$ cat src/rtl/pc_sequencer.sv
module pc_sequencer #(
  parameter int          W         = 32,
  parameter int          IW        = 16,
  parameter logic [31:0] RESET_VEC = 32'h0040_0000
) (
  input  logic          clk,
  input  logic          rst,
  input  logic          en,
  input  logic [1:0]    src_sel,
  input  logic [W-7:0]  jmp_field,
  input  logic [IW-1:0] br_off,
  input  logic [W-1:0]  reg_target,
  output logic [W-1:0]  pc,
  output logic [W-1:0]  pc_next_seq
);

  localparam int          EXT  = W - IW - 2;
  localparam logic [W-1:0] STEP = W'(4);

  logic [W-1:0] br_disp;
  logic [W-1:0] br_target;
  logic [W-1:0] jmp_target;
  logic [W-1:0] pc_d;

  assign pc_next_seq = pc + STEP;
  assign br_disp     = {{EXT{br_off[IW-1]}}, br_off, 2'b00};
  assign br_target   = pc_next_seq + br_disp;
  assign jmp_target  = {pc[W-1:W-4], jmp_field, 2'b00};

  always_comb begin
    case (src_sel)
      2'd1:    pc_d = br_target;
      2'd2:    pc_d = jmp_target;
      2'd3:    pc_d = reg_target;
      default: pc_d = pc_next_seq;
    endcase
  end

  always_ff @(posedge clk) begin
    if (rst)     pc <= RESET_VEC[W-1:0];
    else if (en) pc <= pc_d;
  end

  logic primed;
  always_ff @(posedge clk) primed <= 1'b1;

  assert_reset_vec_R1: assert property (@(posedge clk)
    primed && $past(rst) |-> pc == RESET_VEC[W-1:0]);

  assert_hold_R2: assert property (@(posedge clk) disable iff (rst)
    primed && !$past(rst) && !$past(en) |-> $stable(pc));

  assert_seq_R3: assert property (@(posedge clk) disable iff (rst)
    primed && !$past(rst) && $past(en) && $past(src_sel) == 2'd0
    |-> pc == $past(pc) + STEP);

  assert_branch_R4: assert property (@(posedge clk) disable iff (rst)
    primed && !$past(rst) && $past(en) && $past(src_sel) == 2'd1
    |-> pc == $past(pc) + STEP + W'($signed(br_off_q) * 4));

  assert_jump_R5: assert property (@(posedge clk) disable iff (rst)
    primed && !$past(rst) && $past(en) && $past(src_sel) == 2'd2
    |-> pc[W-1:W-4] == $past(pc[W-1:W-4]) && pc[1:0] == 2'b00);

  assert_reg_R6: assert property (@(posedge clk) disable iff (rst)
    primed && !$past(rst) && $past(en) && $past(src_sel) == 2'd3
    |-> pc == $past(reg_target));

  assert_link_R7: assert property (@(posedge clk)
    primed |-> pc_next_seq - pc == STEP);

  assert_rst_over_en_R8: assert property (@(posedge clk)
    primed && $past(rst) && !$past(en) |-> pc == RESET_VEC[W-1:0]);

  logic [IW-1:0] br_off_q;
  always_ff @(posedge clk) br_off_q <= br_off;

endmodule

$ cat config.mk
export PLATFORM = sky130hd
export DESIGN_NAME = pc_sequencer
export DESIGN_NICKNAME = d
export VERILOG_FILES = /design/src/rtl/pc_sequencer.sv
export SDC_FILE = /design/constraint.sdc
export NUM_CORES = 1
export LEC_CHECK = 0
export BUFFER_PORTS_ARGS = -buffer_cell sky130_fd_sc_hd__buf_4
export CAP_MARGIN = 20
export CELL_PAD_IN_SITES_DETAIL_PLACEMENT = 0
export CELL_PAD_IN_SITES_GLOBAL_PLACEMENT = 1
export CORE_UTILIZATION = 33
export CTS_CLUSTER_DIAMETER = 120
export DETAILED_ROUTE_END_ITERATION = 6
export PLACE_DENSITY_LB_ADDON = 0.1
export SLEW_MARGIN = 15
export SYNTH_ARGS = -nofsm -noshare
export SYNTH_HDL_FRONTEND = slang
export SYNTH_SLANG_ARGS = --single-unit
$ cat constraint.sdc
create_clock -name clk -period 3.2 [get_ports clk]
set_clock_uncertainty 0.1 [all_clocks]
set_input_delay 0.48 -clock clk [delete_from_list [all_inputs] [get_ports clk]]
set_output_delay 0.48 -clock clk [all_outputs]
set_load 0.01 [all_outputs]
Word-level counts from Yosys, hierarchy flattened
Index checks and enable logic that the tools add are counted.
{"block": "word_totals", "register_bits": 32, "input_bits": 79, "wordCells": 10}
{"block": "classes", "n_addsub": 2, "eq_ne": 3, "n_mux": 1, "bitwise_logic": 1, "n_reduce_logical": 1}
{"operator": "one-hot mux 32 bit (3 select lines)", "count": 1}
{"operator": "adder 32 x 3 -> 32 bit, second input constant", "count": 1}
{"operator": "adder 32 bit", "count": 1}
{"operator": "equality test 2 bit, second input constant", "count": 2}
{"operator": "equality test 2 x 1 -> 1 bit, second input constant", "count": 1}
{"operator": "AND reduction 2 bit", "count": 1}
{"operator": "NOT 1 bit", "count": 1}

Longest topological paths before layout
{"block": "logic_depth", "depth_word": 3, "ltp_mapped": 16, "mapped_depth_nobuf": 15}

Worst setup path before layout
OpenSTA, ideal clock, no wires.
{"block": "synth_timing", "path_kind": "register to register", "from": "register pc[7]", "to": "register pc[21]", "setup_ps": 117, "arrival_time_ps": 3520, "required_time_ps": 2983, "slack_ps": -537, "path_stages_with_launch": 16, "n_path_buf": 1, "period_less_slack_ps": 3737, "cell_sequence": "dfxtp_1 nand4_1 nor3_1 buf_2 nand3_1 nor2_1 xor2_1 ha_1 nand2_1 o21a_1 o21ai_1 a211o_1 o22ai_2 xnor2_1 mux4_2 a22o_1"}
{"block": "synth_between", "elab_chain_cells": 3}
{"element": "start, declared", "line": "13", "rtl": "output logic [W-1:0] pc,"}
{"element": "start signal, assigned", "line": "40", "rtl": "if (rst) pc <= RESET_VEC[W-1:0];"}
{"element": "start signal, assigned", "line": "41", "rtl": "else if (en) pc <= pc_d;"}
{"element": "adder 32 x 3 -> 32 bit", "line": "25", "rtl": "assign pc_next_seq = pc + STEP;"}
{"element": "net pc_next_seq[15]", "line": "14", "rtl": "output logic [W-1:0] pc_next_seq"}
{"element": "adder 32 bit", "line": "27", "rtl": "assign br_target = pc_next_seq + br_disp;"}
{"element": "one-hot mux 32 bit (3 select lines)", "line": "31", "rtl": "case (src_sel)"}
The timed path passes the listed nets, and every way through them passes these cells.
A chain may end at the register's enable or synchronous reset.

Worst setup path in the final report
{"block": "layout_timing", "from": "register pc[2]", "to": "register pc[21]"}
{"block": "layout_between", "elab_chain_cells": 3}
{"element": "adder 32 x 3 -> 32 bit *", "line": "25"}
{"element": "adder 32 bit", "line": "27"}
{"element": "one-hot mux 32 bit (3 select lines) *", "line": "31"}
Every way passes the cells marked *; elsewhere a longest branch is shown, timed or not.

==> metrics.md <==
| Metric | Value |
|---|---|
| Io pins | 143 |
| Initial antenna violation count | 0 |
| Main synth FF type | dfxtp_1 |
| Vias per cell | 5.41 |
| Final wirelength | 19500 um |
| Hold_sp | reg_target[0] |
| Clk sink count | 32 |
| Hpwl dp | 14400 um |
| Min cycle time layout | 3620 ps |
| Power Dens Cells | 309 nW/um^2 |
| GRT Total Usage | 0.288 |
| Final core utilization | 0.657 |
| Max-cap violations | 0 |
| Final total power | 2.48 mW |
| Largest regs | pc x32 |
| Vias in the first global route | 5547 |
| GRT overflow | 0 |
| Failing checks | setup timing |
| Max-slew violation count | 0 |
| DP Worst Slack | -392 ps |
| Final Non-Filler Cells | 1040 |
| RD Place Congestion | 0.966 |
| Fillers | 1043 |
| WP buf/inv | 0 |
| Worst Path Required | 3270 ps |
| EDFF count, synth | 0 |
| CP arrival | 3690 ps |
| Post-DRT Antenna Nets | 0 |
| Lkg Pwr | 3.76 nW |
| CTS H-tree lvls | 2 |
| CP endpoint kind | flop |
| Ys async rst share | 0 |
| Synthesis-stage register bit count | 32 |
| Top reg by flops | pc |
| Seq/Total Area, Yosys | 0.153 |
| CTS buffer count | 5 |
| Max reg flops | 32 |
| Slowest cell on crit path | mux4_2 |
| Share of post-route cells with drive strength above 1 | 0.573 |
| Slew @ Worst Pin | 735 ps |
| Root Buffer | clkbuf_16 |
| CTS tree | yes |
| Min-delay worst type | in2reg |
| Largest stage delay on the critical path | 450 ps |
| Drt drc | 0 |
| Rel. slew slack | 0.510 |
| Netlist cell types | 63 |
| RSZ-0062 raised after global routing | true |
| Syn Nets | 661 |
| Port buffer count | 142 |
| Clock Latency Late Sink | 280 ps |
| Area growth syn-to-layout | 91.1% |
| CP Cell Sequence | ha_4 -> nand4_1 -> nor2_2 -> nand2_2 -> nor3_4 -> xor2_2 -> ha_1 -> a21oi_2 -> o21a_1 -> o21ai_2 -> a211o_1 -> o22ai_2 -> xnor2_1 -> mux4_2 -> a22o_1 |
| Vias | 5626 |
| Final period utilization | 1.13 |
| Setup CP Type | reg2reg |
| Largest net degree at the start of global routing | 32 |
| Clk buf depth | 2 |
| Total of warnings raised by yosys | 0 |
| Initial core utilization | 0.344 |
| Fin. Hold Viols | 0 |
| Worst-path maximum fanout | 4 |
| Register area | 663 sq um |
| NumNets Final | 985 |
| Worst reg2reg startpoint | pc[2] |
| Maximum vdd drop | 178 uV |
| Crit. Startpoint | pc[2] |
| Final WS setup | -422 ps |
| Max Freq | 276 MHz |
| Delay-heaviest family, CP | compound AO/OA/AOI/OAI gates |
| Mapped cell area | 4200 sq um |
| Initial DRC count | 326 |
| First-pass iteration count of the detailed router | 4 |
| Area of the core | 12200 sq um |
| Die Height | 115 um |
| Mapped Cells | 547 |
| Final setup violating endpoints | 13 |
| DR WL/cell | 18.7 um |
| Syn avg cell area | 7.67 sq um |
| Overall die width | 115 um |
| Die Area | 13200 sq um |
| Area of the multi-input gates | 4280 sq um |
| Site row count | 40 |
| First-pass GRT wire length | 29400 um |
| Status | complete, but fails checks |
| # diodes | 0 |
| Setup crit start kind | flop |
| Reg clk slew, reported paths | 70 ps |
| Post-placement cell count | 994 |
==> worst reg2reg max path, stage by stage (launching register included) <==
cell     delay, ps
dfxtp_4        370
ha_4           130
nand4_1        170
nor2_2         190
nand2_2        100
nor3_4         170
xor2_2         220
ha_1           320
a21oi_2        220
o21a_1         240
o21ai_2         90
a211o_1        290
o22ai_2        160
xnor2_1        100
mux4_2         450
a22o_1         190
==> cell type report <==
| class | instances | area share |
|---|---|---|
| flip-flops and latches | 32 | 0.0827 |
| clock inverters | 3 | 0.00296 |
| inverters | 17 | 0.00967 |
| multi-input cells | 471 | 0.533 |
| repair buffers | 344 | 0.329 |
| clock buffers | 5 | 0.0156 |
| well taps | 168 | 0.0262 |
==> cell families after synthesis <==
group | after synthesis | synth area share
xor gates and xnor gates | 51 | 0.106
DFF | 32 | 0.153
adders and majority gates | 35 | 0.106
AOI/OAI and AO/OA | 166 | 0.252
muxes | 33 | 0.112
and+or+nand+nor | 186 | 0.218
buffers and inverters | 44 | 0.0525
==> cells in the mapped netlist, types with 11 or more instances <==
cell type	number	area, sq um
a21oi_1	55	275
nand2_1	51	191
nor2_1	43	161
ha_1	34	425
o21ai_0	34	170
dfxtp_1	32	641
xnor2_1	32	280
mux2i_1	21	210
nand3_1	19	95.1
xor2_1	19	166
inv_1	16	60.1
nand4_1	15	93.8
clkbuf_1	12	45.0
mux4_2	11	248
==> final timing paths <==
path / endpoint / slack (ps) / cells past startpoint
setup reg to reg: pc[21] / -420 / 15
hold / removal: pc[0] / 370 / 3
hold reg to reg: pc[0] / 370 / 2
setup / recovery: pc[21] / -420 / 15
==> metrics by stage <==
stage / area [sq um] / hold WS (ps) / TNS, ps
finish: 8020 / 369 / -2130
global placement: 6700 / 354 / -2900
floorplan: 4360 / 389 / -446
CTS: 7390 / 372 / -1240
detailed placement: 6700 / 368 / -3660
global route: 8020 / 380 / -4820
==> placed cells by master, fill, tap and decap left out, drive strengths merged, types with 3 or more instances in the layout <==
cell and instances:
a2111oi 3, a211oi 7, a21o 10, a21oi 57
a22o 4, a22oi 3, a311oi 3, a31oi 7
and2 5, and3 9, and4 4, buf 344
clkbuf 5, dfxtp 32, ha 34, inv 16
mux2i 21, mux4 11, nand2 51, nand2b 7
nand3 19, nand3b 3, nand4 15, nor2 45
nor2b 4, nor3 10, nor4 3, o211ai 9
o21a 5, o21ai 36, o21bai 3, o221ai 6
or3 4, xnor2 32, xor2 19
==> repair_timing <==
item	in CTS	in global routing
resized for setup	85	98
pin swaps	56	67
buffers inserted	27	16
endpoints found under the setup margin	17	23
hold buffers	0	0
==> metal layers <==
layer | vias up | track usage | routed length (um)
met5 | - | 0 | 0
met4 | 0 | 0.0840 | 338
met3 | 23 | 0.0332 | 1140
met2 | 220 | 0.482 | 9510
met1 | 2693 | 0.391 | 8480
li1 | 2690 | - | -
==> power breakdown <==
part | leakage [nW] | switching (mW) | internal [mW]
logic | 3.42 | 0.717 | 0.792
registers | 0.269 | 0.0340 | 0.436
clock network | 0.0660 | 0.207 | 0.290
Note: power is estimated with default switching activity, not from simulation.
